===== config.mk =====
export PLATFORM = sky130hd
export DESIGN_NAME = stage_state_array
export DESIGN_NICKNAME = d
export VERILOG_FILES = /design/src/rtl/ssa_pkg.sv /design/src/rtl/ssa_pend_stage.sv /design/src/rtl/ssa_hazard.sv /design/src/rtl/ssa_store.sv /design/src/rtl/stage_state_array.sv
export SDC_FILE = /design/constraint.sdc
export NUM_CORES = 1
export LEC_CHECK = 0
export BUFFER_PORTS_ARGS = -buffer_cell sky130_fd_sc_hd__buf_4
export CAP_MARGIN = 5
export CORE_ASPECT_RATIO = 0.7
export CORE_MARGIN = 3
export CORE_UTILIZATION = 53
export DETAILED_ROUTE_END_ITERATION = 8
export GPL_TIMING_DRIVEN = 1
export PLACE_DENSITY = 0.79
export SLEW_MARGIN = 5
export SYNTH_ARGS = -nofsm -noshare
export SYNTH_HDL_FRONTEND = slang
export SYNTH_HIERARCHICAL = 1
export SYNTH_SLANG_ARGS = --single-unit

===== constraint.sdc =====
create_clock -name clk_i -period 1.55 [get_ports clk_i]
set_input_delay 0.155 -clock clk_i [delete_from_list [all_inputs] [get_ports clk_i]]
set_output_delay 0.155 -clock clk_i [all_outputs]
set_load 0.005 [all_outputs]

===== src/rtl/ssa_pkg.sv =====
package ssa_pkg;

  // Address width for an array of n elements (at least one bit).
  function automatic int unsigned addr_bits(int unsigned n);
    return (n > 1) ? $clog2(n) : 1;
  endfunction

  // True when address a names an existing element of an n-element array.
  function automatic logic in_range(logic [31:0] a, int unsigned n);
    return a < n;
  endfunction

endpackage


===== src/rtl/ssa_pend_stage.sv =====
// One pipeline slot carrying a pending write (valid flag and element address).
module ssa_pend_stage #(
  parameter int AW = 3
) (
  input  logic          clk_i,
  input  logic          rst_ni,
  input  logic          in_v_i,
  input  logic [AW-1:0] in_a_i,
  input  logic          hold_i,
  input  logic          flush_i,
  output logic          v_o,
  output logic [AW-1:0] a_o,
  output logic          fwd_o
);

  logic          v_q;
  logic [AW-1:0] a_q;

  always_ff @(posedge clk_i or negedge rst_ni) begin
    if (!rst_ni) begin
      v_q <= 1'b0;
      a_q <= '0;
    end else if (hold_i) begin
      v_q <= v_q & ~flush_i;
    end else begin
      v_q <= in_v_i;
      a_q <= in_a_i;
    end
  end

  assign v_o   = v_q;
  assign a_o   = a_q;
  // The held write leaves this slot only when it is neither held nor flushed.
  assign fwd_o = v_q & ~flush_i & ~hold_i;

endmodule


===== src/rtl/ssa_hazard.sv =====
// Read-after-pending-write detection for the stage-2 read.
module ssa_hazard #(
  parameter int AW = 3
) (
  input  logic          rd_i,
  input  logic [AW-1:0] raddr_i,
  input  logic          pend_v_i,
  input  logic [AW-1:0] pend_a_i,
  output logic          hazard_o
);

  assign hazard_o = rd_i & pend_v_i & (pend_a_i == raddr_i);

endmodule


===== src/rtl/ssa_store.sv =====
// Element storage with a prioritised instruction port and a free-running port.
module ssa_store #(
  parameter int W  = 16,
  parameter int N  = 6,
  parameter int AW = 3
) (
  input  logic          clk_i,
  input  logic          rst_ni,
  input  logic          ia_we_i,
  input  logic [AW-1:0] ia_addr_i,
  input  logic [W-1:0]  ia_data_i,
  input  logic          cb_we_i,
  input  logic [AW-1:0] cb_addr_i,
  input  logic [W-1:0]  cb_data_i,
  input  logic [AW-1:0] raddr_i,
  output logic [W-1:0]  rdata_o
);

  logic [W-1:0] cell_w [N];

  for (genvar g = 0; g < N; g++) begin : g_cell
    logic [W-1:0] cell_q;
    logic         hit_ia;
    logic         hit_cb;

    assign hit_ia = ia_we_i & (ia_addr_i == AW'(g));
    assign hit_cb = cb_we_i & (cb_addr_i == AW'(g));

    always_ff @(posedge clk_i or negedge rst_ni) begin
      if (!rst_ni)     cell_q <= '0;
      else if (hit_ia) cell_q <= ia_data_i;
      else if (hit_cb) cell_q <= cb_data_i;
    end

    assign cell_w[g] = cell_q;
  end

  // Unmatched (out-of-range) addresses fall through to zero.
  always_comb begin
    rdata_o = '0;
    for (int e = 0; e < N; e++) begin
      if (raddr_i == AW'(e)) rdata_o = cell_w[e];
    end
  end

endmodule


===== src/rtl/stage_state_array.sv =====
module stage_state_array #(
  parameter  int W  = 16,
  parameter  int N  = 6,
  localparam int AW = ssa_pkg::addr_bits(N)
) (
  input  logic          clk_i,
  input  logic          rst_ni,
  input  logic          s1_wr_i,
  input  logic [AW-1:0] s1_waddr_i,
  input  logic          s1_stall_i,
  input  logic          s1_flush_i,
  input  logic          s2_rd_i,
  input  logic [AW-1:0] s2_raddr_i,
  input  logic          s2_stall_i,
  input  logic          s2_flush_i,
  output logic [W-1:0]  s2_rdata_o,
  output logic          s2_hazard_o,
  input  logic [W-1:0]  s3_wdata_i,
  input  logic          s3_stall_i,
  input  logic          s3_flush_i,
  input  logic          ct_we_i,
  input  logic [AW-1:0] ct_addr_i,
  input  logic [W-1:0]  ct_wdata_i
);

  localparam int NSLOT = 2;  // stage 2 and stage 3

  logic          slot_in_v [NSLOT];
  logic [AW-1:0] slot_in_a [NSLOT];
  logic          slot_hold [NSLOT];
  logic          slot_fl   [NSLOT];
  logic          slot_v    [NSLOT];
  logic [AW-1:0] slot_a    [NSLOT];
  logic          slot_fwd  [NSLOT];

  // Named events for the checker.
  logic          s1_capture_w;
  logic          inst_commit_w;
  logic          ct_commit_w;
  logic          p2_v, p3_v;
  logic [AW-1:0] p2_a, p3_a;

  assign s1_capture_w = s1_wr_i & ssa_pkg::in_range(32'(s1_waddr_i), N)
                      & ~s1_flush_i & ~s1_stall_i;

  assign slot_in_v[0] = s1_capture_w;
  assign slot_in_a[0] = s1_waddr_i;
  assign slot_hold[0] = s2_stall_i | s2_hazard_o;
  assign slot_fl[0]   = s2_flush_i;
  assign slot_in_v[1] = slot_fwd[0];
  assign slot_in_a[1] = slot_a[0];
  assign slot_hold[1] = s3_stall_i;
  assign slot_fl[1]   = s3_flush_i;

  for (genvar k = 0; k < NSLOT; k++) begin : g_slot
    ssa_pend_stage #(.AW(AW)) i_slot (
      .clk_i   (clk_i),
      .rst_ni  (rst_ni),
      .in_v_i  (slot_in_v[k]),
      .in_a_i  (slot_in_a[k]),
      .hold_i  (slot_hold[k]),
      .flush_i (slot_fl[k]),
      .v_o     (slot_v[k]),
      .a_o     (slot_a[k]),
      .fwd_o   (slot_fwd[k])
    );
  end

  assign p2_v = slot_v[0];
  assign p2_a = slot_a[0];
  assign p3_v = slot_v[1];
  assign p3_a = slot_a[1];

  ssa_hazard #(.AW(AW)) i_hazard (
    .rd_i     (s2_rd_i),
    .raddr_i  (s2_raddr_i),
    .pend_v_i (p3_v),
    .pend_a_i (p3_a),
    .hazard_o (s2_hazard_o)
  );

  assign inst_commit_w = slot_fwd[1];
  assign ct_commit_w   = ct_we_i & ~s3_stall_i & ~s3_flush_i;

  ssa_store #(.W(W), .N(N), .AW(AW)) i_store (
    .clk_i     (clk_i),
    .rst_ni    (rst_ni),
    .ia_we_i   (inst_commit_w),
    .ia_addr_i (p3_a),
    .ia_data_i (s3_wdata_i),
    .cb_we_i   (ct_commit_w),
    .cb_addr_i (ct_addr_i),
    .cb_data_i (ct_wdata_i),
    .raddr_i   (s2_raddr_i),
    .rdata_o   (s2_rdata_o)
  );

endmodule


==> impl_summary.log, run 1 <==
INFO  metric number_of_global_route_vias_before_repair = 4,490
INFO  metric drt_first_pass_iters = 5
INFO  metric post_dp_cell_area = around 6600 µm²
INFO  metric clk_latency = 0.35 ns
INFO  metric failed_checks = setup timing
INFO  metric core_area = around 10,000 µm²
INFO  metric fin_nets = 691
INFO  metric instances_no_fill = about 780
INFO  metric fin_area = approximately 7200 µm²
INFO  metric path_class = reg2out
INFO  metric final.fill_count = around 770
INFO  metric power_frac_clock = between 30 and 40%
INFO  metric yosys.cell_types.count = 31
INFO  metric clock-skew-final = roughly 0.0090 ns
INFO  metric clk_path_buf_depth = 2
INFO  metric route.final.wire_length = between 15 and 20 mm
INFO  metric die_x = 130 µm
INFO  metric layout_commonest_cell = sky130_fd_sc_hd__mux2i_1
INFO  metric htreeDepth = 3
INFO  metric vdd_drop_max = around 640 µV
INFO  metric die_h = about 93 µm
INFO  metric globalRoute.busiestLayer = met2
INFO  metric hpwl = just under 10 mm
INFO  metric clock_tree.root_cell = sky130_fd_sc_hd__clkbuf_16
INFO  metric initial_utilization = a little over half
INFO  metric proportion_of_netlist_area_held_by_the_largest_area_contributor = between 40% and 50%
INFO  metric yosys_warnings = 6
INFO  metric cts_tree = built
INFO  metric power.internal = around 5800 µW
INFO  metric synth_xor_xnor_area_share = less than 1%
INFO  metric synth_nets = 606
INFO  metric final_routed_wire_length_divided_by_cell_count = just under 20 µm
INFO  metric grt_setup_unrepaired = true
INFO  metric power.switching = between 2000 and 2500 µW
INFO  metric post_synthesis_mux_area_share = around a quarter
INFO  metric minimum_setup_slack_in_the_final_design = -0.0312 ns
INFO  metric routed_via_density = 5.94
INFO  metric post-layout-total-power = 8000 µW
INFO  metric cts_made_buffers = 9
INFO  metric finalCritPeriodShare = 102%
INFO  metric die_area = between 10,000 and 15,000 µm²
INFO  metric largest_family_of_logic_cells_by_synthesized_area = multiplexers
INFO  metric hold_viol_final = 0
INFO  metric worst_ep_required_time = 1.39 ns
INFO  metric drv.max_cap_violation_count = 0
INFO  metric cp.arrival = 1.43 ns
INFO  metric cts.clk_slew.worst_paths = ~0.07 ns
INFO  metric area_fraction_in_and_or_nand_and_nor_cells_after_synthesis = around 11%
INFO  metric switching_share = ~28%
INFO  metric timing.slew.headroom = between 50% and 60%
INFO  metric met3_usage = under 10%
INFO  metric critical-path-slowest-cell = sky130_fd_sc_hd__dfrtp_1
INFO  metric kind_of_start_point_of_the_critical_path = register
INFO  metric outcome = finished with violations
INFO  metric netlist_area = 5740 µm²
INFO  metric antenna_violations_before_repair = 0
INFO  metric count_of_buffers_from_port_buffering = between 60 and 70
INFO  metric synth-compound-area-share = approximately 14%
INFO  metric synth_cells = 554
INFO  metric seq_area_frac_synth = a little under half
INFO  metric max_clock_freq = between 600 and 700 MHz
INFO  metric timing.hold.worst.class = in2reg
INFO  metric n_antenna_cell = 0
INFO  metric ant_nets = 0
INFO  metric largest_net_degree_at_the_start_of_global_routing = roughly 110
INFO  metric total_of_endpoints_with_negative_setup_slack_in_the_final_report = 7
INFO  metric drive_above_1_share = 27.6%
INFO  metric via_count = 4,611
INFO  metric timing.hold.ws = roughly 0.032 ns
INFO  metric groute.usage.overall = between 20% and 30%
INFO  metric path_cells = mux2i_2 -> a2bb2oi_2 -> o221ai_2 -> buf_4
INFO  metric final_max_slew_viol_count = 0
INFO  metric post-route-min-period = ~1.6 ns
INFO  metric num_io_pins = between 60 and 70
INFO  metric synth_adder_area_share = 0%
INFO  metric drc = 0
INFO  metric power.share.combinational = between 20% and 30%
INFO  metric num_rows = 31
INFO  metric power.sequential.fraction = between 40 and 50%
INFO  metric crit_fanout = 2
INFO  metric worst_tran_pin_value = 0.618 ns
INFO  metric synth.area.top_cells = sky130_fd_sc_hd__dfrtp_1 45%, sky130_fd_sc_hd__mux2i_1 22%, sky130_fd_sc_hd__nand2_1 5.3%
INFO  metric dr.first_iter.drc_count = 430
INFO  metric groute.layer.met2.usage = between 40% and 50%
INFO  metric dpl.cell_count = roughly 740
INFO  metric overflow = 0
INFO  metric cp_slowest_stage_delay = ~0.4 ns
INFO  metric layout-area-overhead-vs-synth = 25.0%
INFO  metric avgSynthCellArea = 10.4 µm²
INFO  metric power_density = 1110 nW/µm²
INFO  metric clock_sink_count = around 100
INFO  metric met1_usage_in_global_routing = 34.4%
INFO  metric synthesized_flop_and_latch_total = roughly 100
INFO  metric endpoint_kind = output port
INFO  metric gpl.final_weighted_congestion = ~0.84
INFO  metric first_pass_grt_wire_length = between 20 and 25 mm
INFO  metric post-synth-top-area-cell = sky130_fd_sc_hd__dfrtp_1
INFO  metric highest_count_cells_in_the_layout_ignoring_fill_and_taps = 124 x sky130_fd_sc_hd__mux2i_1, 104 x sky130_fd_sc_hd__dfrtp_1, 104 x sky130_fd_sc_hd__buf_4, 81 x sky130_fd_sc_hd__nand2_1, 54 x sky130_fd_sc_hd__o21ai_1
INFO  metric leakage = 0.00322 µW
==> synth_stat cells, drive strengths merged <==
cell	instances
a2111oi	1
a21oi	32
a2bb2oi	16
and3b	1
and4bb	6
buf	29
clkbuf	15
dfrtp	104
inv	3
mux2	6
mux2i	128
nand2	81
nand2b	1
nand3b	2
nand4b	4
nor2	32
nor2b	1
nor3b	3
nor4	1
nor4b	2
o21ai	66
o221ai	16
or2	1
xor2	3
==> final timing paths <==
path / from / to / slack [ns] / cells past startpoint
setup / recovery: i_store/g_cell[0].cell_q[8]$_DFFE_PN0P_ / s2_rdata_o[8] / -0.03 / 4
hold / removal: s1_waddr_i[0] / g_slot[0].i_slot/a_o[0]$_DFFE_PN0N_ / 0.03 / 2
setup reg to reg: g_slot[1].i_slot/a_o[1]$_DFFE_PN0N_ / g_slot[0].i_slot/a_o[1]$_DFFE_PN0N_ / 0.01 / 4
hold reg to reg: g_slot[0].i_slot/a_o[1]$_DFFE_PN0N_ / g_slot[0].i_slot/a_o[1]$_DFFE_PN0N_ / 0.52 / 1
max in group asynchronous: rst_ni / i_store/g_cell[5].cell_q[13]$_DFFE_PN0P_ / 0.67 / 3
min in group asynchronous: rst_ni / i_store/g_cell[2].cell_q[3]$_DFFE_PN0P_ / 0.36 / 3
==> stage by stage <==
stage               setup WS (ns)  utilization (%)  setup TNS, ns
floorplan                 0.00970                -              0
global placement          0.00788             62.6              0
detailed placement        -0.0516             62.6         -0.140
CTS                       -0.0530             66.9         -0.145
global route              -0.0961             68.6          -1.18
finish                    -0.0312             68.6         -0.116
==> power groups by stage <==
stage	combinational, µW	clock, µW	sequential (µW)
after floorplan	947	0	3520
after global placement	1470	0	3570
after detailed placement	1550	0	3590
after CTS	1630	2710	3560
after global routing	1930	2810	3630
final	1760	2650	3580
==> metal layers <==
layer,wire [µm],vias to the layer above
met3,869,27
met4,223,0
met1,6880,2235
met2,7310,175
met5,0,-
li1,-,2174
==> flip-flops by register name, indices dropped and copies added, names as in the netlist <==
| signal | flops |
|---|---|
| i_store/g_cell.cell_q | 96 |
| g_slot.i_slot/a_o | 6 |
| g_slot.i_slot/v_o | 2 |
==> final cells by class <==
cell class	count	area [µm²]	share of cell area [%]
Sequential cell	104	2600	36.2
Multi-Input combinational cell	403	2990	41.7
Timing Repair Buffer	118	1060	14.7
Inverter	3	11.3	0.157
Clock buffer	9	225	3.14
Tap cell	132	165	2.30
Clock inverter	7	126	1.76
==> critical path: cells and delay by family, from the launching register on <==
family                 cells  cell delay, ns
flip-flops                 1            0.40
AO/OA/AOI/OAI              2            0.32
multiplexers               1            0.21
buffers and inverters      1            0.15
==> cells by family (layout without fill, tap and decap cells) <==
logic type	Yosys count	count (layout)
AO/OA/AOI/OAI	131	131
AND/OR/NAND/NOR	135	135
buffers and inverters	47	137
XOR/XNOR	3	3
flip-flops	104	104
multiplexers	134	134
==> repair_timing <==
item	CTS	global route
hold buffers	1	0
buffers inserted	3	11
setup endpoints to repair	14	38
gates cloned	0	1
hold endpoints to repair	104	0
resized for setup	12	13
pin swaps	10	11
Note: power is estimated with default switching activity, not from simulation.
==> inputs of run 2 (changes only) <==
- ABC_AREA: not set -> 1
- CORE_ASPECT_RATIO: 0.7 -> not set
- PLACE_DENSITY: 0.79 -> 0.78
==> run 2 against run 1 <==
The run still ends with setup timing left. Via count increased by 38%. Clock skew increased by 0.015 ns. Count of clock-buffer cells in the layout increased by 4. Non-clock buffer count increased by 1. Combinational power decreased by 24%.
==> impl_summary.log, run 2 <==
INFO  metric outcome = finished with violations
INFO  metric failed_checks = setup timing
INFO  metric number_of_global_route_vias_before_repair = 5,926 (+32%)
INFO  metric antenna_violations_before_repair = 0 (unchanged)
INFO  metric route.final.wire_length = 20.4 mm (+34%)
INFO  metric min_delay_path_depth = 3 (+1)
INFO  metric gpl.final_weighted_congestion = 1.09 (+30%)
INFO  metric synth.area.top_cells = sky130_fd_sc_hd__dfrtp_1 44%, sky130_fd_sc_hd__nand2_1 18%, sky130_fd_sc_hd__nand3_1 10%
INFO  metric num_io_pins = 69 (unchanged)
INFO  metric drive_above_1_share = 18.3% (-9.3 points)
INFO  metric num_rows = 37 (+19%)
INFO  metric post_synth_top_flop = sky130_fd_sc_hd__dfrtp_1
INFO  metric first_pass_grt_wire_length = 31.9 mm (+35%)
INFO  metric synth_nets = 882 (+46%)
INFO  metric fin_nets = 971 (+41%)
INFO  metric hold_ep = i_store/g_cell[1].cell_q[11]$_DFFE_PN0P_
INFO  metric clock-skew-final = 0.0238 ns (+0.0148 ns)
INFO  metric die_x = 112 µm (-14%)
INFO  metric count_of_buffers_from_port_buffering = 68 (unchanged)
INFO  metric hpwl = 14.8 mm (+51%)
INFO  metric timing.hold.worst.class = in2reg
INFO  metric drt_first_pass_iters = 6 (+1)
INFO  metric leakage = 0.00372 µW (+15%)
INFO  metric ant_nets = 0 (unchanged)
INFO  metric layout_commonest_cell = sky130_fd_sc_hd__nand2_1
INFO  metric total_of_endpoints_with_negative_setup_slack_in_the_final_report = 2 (-5)
INFO  metric avgSynthCellArea = 7.11 µm² (-31%)
INFO  metric final.fill_count = 867 (+12%)
INFO  metric timing.hold.ws = 0.0117 ns (-0.0199 ns)
INFO  metric cts_tree = built
INFO  metric synthesized_flop_and_latch_total = 104 (unchanged)
INFO  metric route.met2.wl = 8.67 mm (+19%)
INFO  metric finalCritPeriodShare = 101% (-0.78 points)
INFO  metric path_class = reg2out
INFO  metric cts_made_buffers = 9 (unchanged)
INFO  metric endpoint_kind = output port
INFO  metric leading_post_synthesis_cells_by_instance_count = 288 x sky130_fd_sc_hd__nand2_1, 120 x sky130_fd_sc_hd__nand3_1, 104 x sky130_fd_sc_hd__dfrtp_1
INFO  metric yosys.cell_types.count = 25 (-19%)
INFO  metric minimum_setup_slack_in_the_final_design = -0.0190 ns (+0.0122 ns)
INFO  metric post-route-min-period = 1.57 ns (-0.0122 ns)
INFO  metric timing.hold.worst.start = s3_wdata_i[11]
INFO  metric setup-tns-final = -0.0203 ns (+0.0954 ns)
INFO  metric reg2reg_slack = 0.05 ns (+0.04 ns)
INFO  metric proportion_of_netlist_area_held_by_the_largest_area_contributor = 44.1% (-1.2 points)
INFO  metric htreeDepth = 3 (unchanged)
INFO  metric largest_net_degree_at_the_start_of_global_routing = 49 (-53%)
INFO  metric dr.first_iter.drc_count = 815 (+90%)
INFO  metric layout-area-overhead-vs-synth = 21.7%
INFO  metric clock_tree.root_cell = sky130_fd_sc_hd__clkbuf_8
INFO  metric crit_fanout = 2 (unchanged)
INFO  metric grt_setup_unrepaired = true
INFO  metric clock_sink_count = 104 (unchanged)
INFO  metric final_routed_wire_length_divided_by_cell_count = 19.3 µm (-2.2%)
INFO  metric seq_area_frac_synth = 44.1% (-1.2 points)
INFO  metric kind_of_start_point_of_the_critical_path = register
INFO  metric clk_path_buf_depth = 2 (unchanged)
INFO  metric preCtsSetupSlack = -0.318 ns (-0.266 ns)
INFO  metric r2r.worst_path.cells = 10 (+6)
INFO  metric highest_count_cells_in_the_layout_ignoring_fill_and_taps = 283 x sky130_fd_sc_hd__nand2_1, 119 x sky130_fd_sc_hd__nand3_1, 101 x sky130_fd_sc_hd__dfrtp_1, 100 x sky130_fd_sc_hd__buf_4, 67 x sky130_fd_sc_hd__inv_1
INFO  metric maxUsedRoutingLayer = met4
INFO  metric hold_viol_final = 0 (unchanged)
INFO  metric critical_path.reg2reg.endpoint = i_store/g_cell[4].cell_q[0]$_DFFE_PN0P_
INFO  metric synth_cells = 830 (+50%)
INFO  metric worst_tran_pin_value = 0.449 ns (-0.169 ns)
INFO  metric vdd_drop_max = 839 µV (+32%)
INFO  metric wirelength_met1 = 8.30 mm (+21%)
INFO  metric routed_via_density = 6.01 (+1.2%)
INFO  metric max_clock_freq = 637 MHz (+0.77%)
INFO  metric synth_edf_count = 0 (unchanged)
INFO  metric cp.arrival = 1.41 ns (-0.02 ns)
INFO  metric n_antenna_cell = 0 (unchanged)
INFO  metric die_h = 112 µm (+20%)
INFO  metric post-synth-top-count-cell = sky130_fd_sc_hd__nand2_1
INFO  metric cts.clk_slew.worst_paths = 0.11 ns (+0.04 ns)
INFO  metric post-synth-top-area-cell = sky130_fd_sc_hd__dfrtp_1
INFO  metric die_area = 12,400 µm² (+2.4%)
INFO  metric netlist_area = 5900 µm² (+2.7%)
INFO  metric core_area = 10,600 µm² (+0.79%)
INFO  metric synthArstFlopShare = 100% (unchanged)
INFO  metric overflow = 0 (unchanged)
INFO  metric final_max_slew_viol_count = 0 (unchanged)
INFO  metric via_count = 6,375 (+38%)
INFO  metric timing.slew.headroom = 70.0% (+11 points)
INFO  metric initial_utilization = 55.9% (+1.1 points)
INFO  metric groute.usage.overall = 32.6% (+7.4 points)
INFO  metric yosys_warnings = 6 (unchanged)
INFO  metric power_density = 954 nW/µm² (-14%)
INFO  metric wl_met3 = 3.16 mm (+260%)
INFO  metric largest_register = i_store/g_cell.cell_q
INFO  metric drc = 0 (unchanged)
INFO  metric clk_latency = 0.40 ns (+0.05 ns)
INFO  metric worst_ep_required_time = 1.39 ns (about the same)
INFO  metric largest_reg_flops = 96 (unchanged)
INFO  metric beginning_of_the_worst_register_to_register_path = g_slot[1].i_slot/v_o$_DFF_PN0_
INFO  metric drv.max_cap_violation_count = 0 (unchanged)
run 2: worst max-delay path by stage:
stage,end,slack (ns),cells after the start,from
after global placement,s2_rdata_o[8],-0.25,8,s2_raddr_i[1]
after global routing,s2_rdata_o[14],-0.09,5,i_store/g_cell[1].cell_q[14]$_DFFE_PN0P_
after detailed placement,s2_rdata_o[11],-0.32,8,s2_raddr_i[1]
final,s2_rdata_o[5],-0.02,5,i_store/g_cell[1].cell_q[5]$_DFFE_PN0P_
after CTS,i_store/g_cell[3].cell_q[9]$_DFFE_PN0P_,0.004,8,g_slot[1].i_slot/v_o$_DFF_PN0_
after floorplan,i_store/g_cell[1].cell_q[10]$_DFFE_PN0P_,0.06,10,g_slot[1].i_slot/v_o$_DFF_PN0_
run 2: final cells by class:
class | instances | area (µm²) | share of cell area, %
clock buffer | 13 | 169 | 2.35
sequential | 104 | 2610 | 36.3
multi-input combinational | 605 | 2850 | 39.7
clock inverter | 3 | 46.3 | 0.645
tap | 136 | 170 | 2.37
timing repair inverter | 1 | 6.26 | 0.0871
inverter | 79 | 309 | 4.30
timing repair buffer | 119 | 1030 | 14.3
run 2: per-layer routing:
layer / vias to the layer above / GRT usage (%)
met5: - / 0
met2: 456 / 46.6
li1: 2896 / -
met3: 51 / 14.8
met1: 2972 / 46.3
met4: 0 / 6.41
run 2: what timing repair did:
action / in CTS / in global routing
setup buffers: 0 / 6
setup endpoints to repair: 23 / 113
pin swaps: 0 / 7
resized for setup: 6 / 36
hold buffers: 4 / 1
gates cloned: 0 / 1
endpoints found under the hold margin: 65 / 1
run 2: critical path, stage by stage, from the launching register on:
cell	delay, ns
sky130_fd_sc_hd__dfrtp_1	0.44
sky130_fd_sc_hd__nand4_1	0.12
sky130_fd_sc_hd__nand2_1	0.06
sky130_fd_sc_hd__nor2_1	0.08
sky130_fd_sc_hd__nand4_1	0.14
sky130_fd_sc_hd__buf_4	0.17
run 2: power breakdown:
group / switching [µW] / total [µW] / internal [µW]
Clock: 987 / 1870 / 887
Sequential: 418 / 3640 / 3220
Combinational: 750 / 1340 / 589
Total: 2160 / 6850 / 4700
run 2: logic make-up after synthesis:
family | Yosys count | share of synthesized area [%]
AO/OA/AOI/OAI | 100 | 9.90
buffers and inverters | 121 | 8.63
flip-flops | 104 | 44.1
AND/OR/NAND/NOR | 505 | 37.4
run 2: through the flow:
stage	power, µW	std cells	util (%)	instance area, µm²
6_report	6850	1060	68.0	7180
4_1_cts	6780	1052	66.4	7010
2_1_floorplan	4210	830	-	5900
3_3_place_gp	4850	1032	63.8	6740
3_5_place_dp	4910	1032	63.8	6740
5_1_grt	7180	1060	68.0	7180
